## src/rtl/eeprom_twi_slave.sv

```systemverilog
module eeprom_twi_slave #(
  parameter int         PAGE_W    = 8,
  parameter int         WR_CYCLES = 1250000,
  parameter logic [3:0] DEV_CODE  = 4'b1010
) (
  input  logic        clk,
  input  logic        rst_n,
  input  logic        scl_i,
  input  logic        sda_i,
  output logic        sda_pull,
  input  logic [1:0]  strap_a,
  input  logic        wp_i,
  output logic [16:0] mem_addr,
  output logic        mem_we,
  output logic [7:0]  mem_wdata,
  input  logic [7:0]  mem_rdata
);
  localparam int PAGE_BYTES = 1 << PAGE_W;
  localparam int BUSY       = (WR_CYCLES > PAGE_BYTES) ? WR_CYCLES : PAGE_BYTES;
  localparam int CW         = $clog2(BUSY + 1);
  localparam logic [CW-1:0] BUSY_LAST = CW'(BUSY - 1);
  localparam logic [CW-1:0] PAGE_LIM  = CW'(PAGE_BYTES);

  typedef enum logic [1:0] {S_IDLE, S_RX, S_TX} ph_t;

  logic [2:0] scl_q, sda_q;
  logic scl, scl_d, sda, sda_d;
  logic rise, fall, start_c, stop_c;

  ph_t                 ph;
  logic [3:0]          bitcnt;
  logic [7:0]          shr;
  logic [1:0]          idx;
  logic                rw, mack, have_data, wcyc, p0_hold;
  logic [7:0]          hi_hold;
  logic [CW-1:0]       wcnt;
  logic [16:0]         ptr;
  logic [7:0]          pbuf [PAGE_BYTES];
  logic [PAGE_BYTES-1:0] pval;
  logic                take_data;

  always_ff @(posedge clk or negedge rst_n)
    if (!rst_n) begin
      scl_q <= 3'b111;
      sda_q <= 3'b111;
    end else begin
      scl_q <= {scl_q[1:0], scl_i};
      sda_q <= {sda_q[1:0], sda_i};
    end

  assign scl     = scl_q[1];
  assign scl_d   = scl_q[2];
  assign sda     = sda_q[1];
  assign sda_d   = sda_q[2];
  assign rise    = scl & ~scl_d;
  assign fall    = ~scl & scl_d;
  assign start_c = scl & scl_d & sda_d & ~sda;
  assign stop_c  = scl & scl_d & ~sda_d & sda;

  assign take_data = !wcyc && !start_c && !stop_c && ph == S_RX && fall &&
                     bitcnt == 4'd8 && idx == 2'd3;

  assign mem_we    = wcyc && (wcnt < PAGE_LIM) && pval[wcnt[PAGE_W-1:0]];
  assign mem_addr  = wcyc ? {ptr[16:PAGE_W], wcnt[PAGE_W-1:0]} : ptr;
  assign mem_wdata = pbuf[wcnt[PAGE_W-1:0]];

  always_ff @(posedge clk)
    if (take_data) pbuf[ptr[PAGE_W-1:0]] <= shr;

  always_ff @(posedge clk or negedge rst_n) begin
    if (!rst_n) begin
      ph        <= S_IDLE;
      bitcnt    <= '0;
      shr       <= '0;
      idx       <= '0;
      rw        <= 1'b0;
      mack      <= 1'b0;
      have_data <= 1'b0;
      wcyc      <= 1'b0;
      wcnt      <= '0;
      ptr       <= '0;
      pval      <= '0;
      hi_hold   <= '0;
      p0_hold   <= 1'b0;
      sda_pull  <= 1'b0;
    end else if (wcyc) begin
      ph       <= S_IDLE;
      sda_pull <= 1'b0;
      if (wcnt == BUSY_LAST) begin
        wcyc <= 1'b0;
        wcnt <= '0;
        pval <= '0;
      end else begin
        wcnt <= wcnt + 1'b1;
      end
    end else if (start_c) begin
      ph        <= S_RX;
      bitcnt    <= '0;
      idx       <= '0;
      sda_pull  <= 1'b0;
      pval      <= '0;
      have_data <= 1'b0;
    end else if (stop_c) begin
      ph       <= S_IDLE;
      sda_pull <= 1'b0;
      if (ph == S_RX && !rw && have_data && bitcnt <= 4'd1 && !wp_i) begin
        wcyc <= 1'b1;
        wcnt <= '0;
      end
    end else if (ph != S_IDLE) begin
      if (rise) begin
        if (bitcnt < 4'd8 && ph == S_RX) shr <= {shr[6:0], sda};
        if (bitcnt == 4'd8) mack <= ~sda;
        if (bitcnt < 4'd9) bitcnt <= bitcnt + 4'd1;
      end else if (fall) begin
        if (ph == S_RX) begin
          if (bitcnt == 4'd8) begin
            if (idx == 2'd0) begin
              if (shr[7:4] == DEV_CODE && shr[3:2] == strap_a) begin
                sda_pull <= 1'b1;
                rw       <= shr[0];
                p0_hold  <= shr[1];
              end else begin
                ph <= S_IDLE;
              end
            end else begin
              sda_pull <= 1'b1;
              if (idx == 2'd1) hi_hold <= shr;
              else if (idx == 2'd2) ptr <= {p0_hold, hi_hold, shr};
              else begin
                pval[ptr[PAGE_W-1:0]] <= 1'b1;
                have_data <= 1'b1;
                ptr <= {ptr[16:PAGE_W], ptr[PAGE_W-1:0] + 1'b1};
              end
            end
          end else if (bitcnt == 4'd9) begin
            bitcnt   <= '0;
            sda_pull <= 1'b0;
            if (idx != 2'd3) idx <= idx + 2'd1;
            if (idx == 2'd0 && rw) begin
              ph       <= S_TX;
              shr      <= mem_rdata;
              sda_pull <= ~mem_rdata[7];
              ptr      <= ptr + 1'b1;
            end
          end
        end else begin
          if (bitcnt >= 4'd1 && bitcnt <= 4'd7) begin
            shr      <= {shr[6:0], 1'b0};
            sda_pull <= ~shr[6];
          end else if (bitcnt == 4'd8) begin
            sda_pull <= 1'b0;
          end else if (bitcnt == 4'd9) begin
            bitcnt <= '0;
            if (mack) begin
              shr      <= mem_rdata;
              sda_pull <= ~mem_rdata[7];
              ptr      <= ptr + 1'b1;
            end else begin
              ph <= S_IDLE;
            end
          end
        end
      end
    end
  end
endmodule

```

## config.mk

```make
export PLATFORM = sky130hd
export DESIGN_NAME = eeprom_twi_slave
export DESIGN_NICKNAME = d
export VERILOG_FILES = /design/src/rtl/eeprom_twi_slave.sv
export SDC_FILE = /design/constraint.sdc
export NUM_CORES = 2
export LEC_CHECK = 0
export ABC_AREA = 0
export BUFFER_PORTS_ARGS = -buffer_cell sky130_fd_sc_hd__clkbuf_2
export CAP_MARGIN = 10
export CORE_ASPECT_RATIO = 1.4
export CORE_UTILIZATION = 35
export DETAILED_ROUTE_END_ITERATION = 10
export PLACE_DENSITY_LB_ADDON = 0.08
export SLEW_MARGIN = 20
export SYNTH_ARGS = -nofsm -noshare
export SYNTH_HDL_FRONTEND = slang
export SYNTH_SLANG_ARGS = --single-unit
```

## constraint.sdc

```tcl
create_clock -name clk -period 14.6 [get_ports clk]
set_input_delay 0 -clock clk [delete_from_list [all_inputs] [get_ports clk]]
set_output_delay 0 -clock clk [all_outputs]
set_load 0.005 [all_outputs]
```

==> Yosys cells after proc, flatten, opt, wreduce, memory -nomap -nowiden <==
Memory sizes are Yosys's and may differ from the RTL's.
Index checks and enable logic that the tools add are counted.
{ "classes": {"n_addsub": 5, "order_cmp": 9, "eq_ne": 45, "n_mux": 112, "bitwise_logic": 19, "reduce_logical": 62} }
{ "ops": {"columns": ["op", "n"], "rows": [
  ["$mux W256", 12],
  ["$or A256 B256 Y256", 1],
  ["$mux W17", 11],
  ["$mux W21", 5],
  ["$mux W8", 12],
  ["$mux W2", 25],
  ["$mux W4", 10],
  ["$reduce_and A10 Y1", 4],
  ["$mux W1", 35],
  ["$reduce_bool A2 Y1", 13],
  ["$ne A2 B2 Y1 const B", 11],
  ["$add A21 B1 Y21 const B", 1],
  ["$eq A21 B21 Y1 const B", 1],
  ["$lt A21 B9 Y1 const B", 1],
  ["$ne A5 B5 Y1 const B", 4],
  ["$lt A8 B9 Y1 const B", 2],
  ["$reduce_bool A3 Y1", 6],
  ["$add A17 B1 Y17 const B", 1],
  ["$logic_and A1 B1 Y1", 17],
  ["$ne A3 B3 Y1 const B", 5],
  ["$reduce_and A15 Y1", 1],
  ["$reduce_and A14 Y1", 1],
  ["$eq A4 B4 Y1 const B", 3],
  ["$ne A6 B4 Y1 const B", 2],
  ["34 further kinds", 68]
]} }
{ "totals": {"register_bits": 330, "ramBits": 2048, "in_bits": 15, "elab_cells": 270, "mem_count": 1} }
{ "memory_table": {"columns": ["name", "depth", "width", "read_ports", "rd_ports_with_merged_regs", "write_ports", "line_no", "source"], "rows": [
  ["pbuf", 256, 8, 1, 0, 1, "38", "logic [7:0] pbuf [PAGE_BYTES];"]
]} }

==> Depth between registers and ports, before layout <==
{ "logic_depth": {"ltp_word": 16, "depth_mapped": 13, "depth_no_buf": 9} }

==> Worst setup path before layout <==
No wires, ideal clock.
{ "synth_path": {"kind": "register to register", "startpoint": "reg shr[6]", "endpoint": "reg ph[1]", "setup_time_ps": 125, "arrival_ps": 4764, "t_required_ps": 14475, "setup_slack_ps": 9711, "stages_incl_launch_ff": 7, "cell_sequence": "dfrtp_1 -> nand4bb_1 -> nor3_1 -> a211oi_1 -> a21oi_1 -> o41ai_1 -> mux2_2"} }
{ "synth_between": {"elab_chain_cells": 4} }
{ "synth_lines": {"columns": ["item", "line_no", "source"], "rows": [
  ["from (decl)", "32", "logic [7:0] shr;"],
  ["from (signal assigned)", "112", "if (bitcnt < 4'd8 && ph == S_RX) shr <= {shr[6:0], sda};"],
  ["from (signal assigned)", "142", "shr <= mem_rdata;"],
  ["from (signal assigned)", "149", "shr <= {shr[6:0], 1'b0};"],
  ["$eq A4 B4 Y1", "119", "if (shr[7:4] == DEV_CODE && shr[3:2] == strap_a) begin"],
  ["$logic_and A1 B1 Y1", "119", null],
  ["$ne A5 B5 Y1 (no line)", null, null],
  ["$reduce_and A11 Y1 (no line)", null, null],
  ["to (signal assigned)", "124", "ph <= S_IDLE;"],
  ["to (signal assigned)", "141", "ph <= S_TX;"],
  ["to (signal assigned)", "160", "ph <= S_IDLE;"],
  ["to (decl)", "30", "ph_t ph;"]
]} }
No other way between the ends.
A chain may end at the register's enable or synchronous reset.

==> Worst setup path after layout <==
{ "layout_path": {"startpoint": "reg wcnt[1]", "endpoint": "out mem_wdata[6]"} }
{ "layout_between": {"elab_chain_cells": 1} }
{ "layout_lines": {"columns": ["item", "line_no", "source"], "rows": [
  ["from (decl)", "36", "logic [CW-1:0] wcnt;"],
  ["from (signal assigned)", "94", "wcnt <= wcnt + 1'b1;"],
  ["$mem_v2 Z256 W8", null, null],
  ["to (decl)", "15", "output logic [7:0] mem_wdata,"]
]} }
No other way between the ends.

==> impl_metrics.csv <==
group,metric,value,unit
outcome,status,"completed",
sta,tns,0,ns
critical_path,cp.arrival,6.92,ns
logic_synthesis,ys_seq_area_frac,0.730,
route,drtPass1Iterations,5,
clocking,hold_buffers,26,
logic_synthesis,ys_types,91,
sta,fin_skew,0.0401,ns
finish,nNetsFinal,5447,
critical_path,crit_fanout,42,
global_route,antenna_found_initial,12,
clocking,cts.sinks,2378,
sta,slew_violations,0,
power,vdd_drop_max,0.000177,V
die,die_area,275000,um2
clocking,cts_buffer_depth,4,
die,io_pins,42,
logic_synthesis,synth_top_area_share,0.644,
clocking,clk_pin_slew,0.06,ns
critical_path,cp.buffers_inverters,5,
critical_path,critPathLaunchType,"flop",
die,die_h,620,um
sta,max_freq,145,MHz
critical_path,path_common_cell,"buf_4",
power,p_leak,36.3,nW
clocking,cts_setup_buffers,0,
route,wl,316000,um
die,start_util,0.353,
clocking,htree_levels,4,
clocking,clock_latency,0.91,ns
critical_path,endpoint_kind,"output pin",
finish,final_core_util,0.396,
logic_synthesis,netlist_top_cells_area,"edfxtp_1 (64%), mux4_2 (12%), dfrtp_1 (8.5%)",
sta,final-setup-viol-count,0,
critical_path,cp_slowest_stage_delay,0.91,ns
sta,fin_ws,7.68,ns
critical_path,ff2ff_path_depth,10,
route,drt_iter0_drc,5074,
logic_synthesis,syn_area,95500,um2
global_route,grtUsageTotal,0.228,
finish,num-fill-cells,24500,
clocking,cts_buffers,240,
logic_synthesis,yosys_warnings,0,
die,rows,226,
route,viasPerCell,5.61,
finish,area_delta_synth_final,12.4,%
critical_path,cp_slowest_cell,"a221oi_1",
sta,grt_setup_unrepaired,"false",
critical_path,worstSetupPathType,"flop to output pin",
place,post-place-ws,8.40,ns
logic_synthesis,syn_inst,5330,
place,placed_area,99600,um2
finish,design_area,107000,um2
clocking,cts_root_buffer,"clkbuf_16",
place,gp_congestion,0.815,
logic_synthesis,async_reset_ff_frac,0.139,
global_route,first_global_vias,52300,
clocking,cts_tree,"built",
logic_synthesis,yosysMostFrequentCell,"edfxtp_1",
logic_synthesis,synthFlopType,"edfxtp_1",
global_route,grt_max_degree,184,
place,post-dp-hpwl,191000,um
die,core-area,271000,um2
power,power,15.3,mW
sta,slew_headroom,0.161,
die,die_x,444,um
worst_hold_path,whs_path_depth,6,
clocking,cts_resized,0,
route,ant_nets,0,
route,drc,0,
logic_synthesis,yosys-top-cells-count,"edfxtp_1 (2048), nor2_1 (605), mux4_2 (496), a21oi_1 (354), dfrtp_1 (324)",
finish,drive_gt1_frac,0.202,
power,p_per_area,143,nW/um2
critical_path,worst-path-stages,11,
sta,hold_viol,0,
critical_path,cp_top_family,"buffers and inverters",
sta,finalCriticalPeriod,6.92,ns
route,routed-via-count,51300,
global_route,grt_pass1_wl,438000,um
critical_path,path_cells,"buf_4 > buf_4 > buf_4 > buf_4 > mux4_2 > a22o_1 > a221oi_1 > o22ai_1 > a21oi_1 > o32ai_2 > clkbuf_2",
logic_synthesis,synth_edf_count,2048,
logic_synthesis,syn_avg_cell_area,17.9,um2
place,numPortBuffers,41,
sta,max_slew.worst_pin.slew,1.26,ns
logic_synthesis,ys_ff_latch,2378,
global_route,globalRoute.totalOverflow,0,
sta,fin_crit_sh,0.474,
flow_run,cap_viol_max_count,0,
worst_hold_path,hp-class,"input pin to flop",
critical_path,crit_required,14.60,ns
logic_synthesis,synth_nets,5360,
route,wl_per_cell,34.5,um
logic_synthesis,synth_largest_area_cell,"edfxtp_1",
## kinds of logic (layout without fill, tap and decap cells)
logic type      after synthesis  count (layout)  synth area share
simple gates               1004            1004            0.0475
buf+inv                     400             677            0.0230
xor+xnor                     13              13           0.00119
mux                         734             734             0.144
compound gates              786             786            0.0519
fa+ha+maj                    15              15           0.00196
flops                      2378            2378             0.730
other cells                   0               6                 0
## power by group
part	internal, mW	total, mW	switching, mW
registers	8.16	8.34	0.186
logic	0.0861	0.880	0.794
clock network	3.42	6.09	2.67
total	11.7	15.3	3.65
## area by class of cell
class,instances,area (um2),area share
flip-flops and latches,2378,69800,0.650
multi-input cells,2552,23700,0.221
clock buffers,301,6380,0.0594
well taps,3534,4420,0.0412
repair buffers,220,1810,0.0169
clock inverters,131,1120,0.0104
inverters,25,98.8,0.000920
diodes,6,15.0,0.000140
## registers in the layout, indices dropped and copies added (netlist names), 4 cells and up
signal,flops
pbuf,2048
pval,256
wcnt,21
ptr,17
hi_hold,8
shr,8
bitcnt,4
## routing by layer
layer | global-route usage | routed length [um]
met3 | 0.0291 | 15200
met5 | 0 | 26
met1 | 0.288 | 126000
met4 | 0.0792 | 11400
met2 | 0.401 | 163000
## per-stage QoR
stage | cells | hold WS [ns]
after floorplan | 5330 | -0.296
after global placement | 8681 | 0.0419
after detailed placement | 8682 | 0.0410
after CTS | 9140 | 0.0558
after global routing | 9142 | 0.152
final | 9147 | 0.117
## worst register-to-register path, cell delays in order (launching register included)
cell and delay (ns):
dfrtp_4 0.81, buf_4 0.64, buf_4 0.62, ha_1 0.35
nand3_1 0.12, or4_4 0.45, nor2_4 0.18, or2_4 0.60
buf_4 0.89, buf_6 0.77, nor2_1 0.26
## worst paths after layout
kind                         startpoint           end  slack, ns
setup / recovery                wcnt[1]  mem_wdata[6]       7.68
hold / removal             mem_rdata[7]        shr[7]       0.12
setup reg to reg                wcnt[1]     pval[155]       8.72
hold reg to reg                scl_q[0]      scl_q[1]       0.36
max in group asynchronous         rst_n      pval[69]      13.29
min in group asynchronous         rst_n      scl_q[0]       0.24
## layout by cell type, fill, tap and decap left out, types with 125 or more instances in the layout
cell type,count
mux2i_1,199
a22oi_1,125
dfrtp_1,310
mux4_2,496
edfxtp_1,2048
nand2_1,137
a21oi_1,353
nor2_1,602
buf_4,138
clkbuf_16,244
Note: power is estimated with default switching activity, not from simulation.
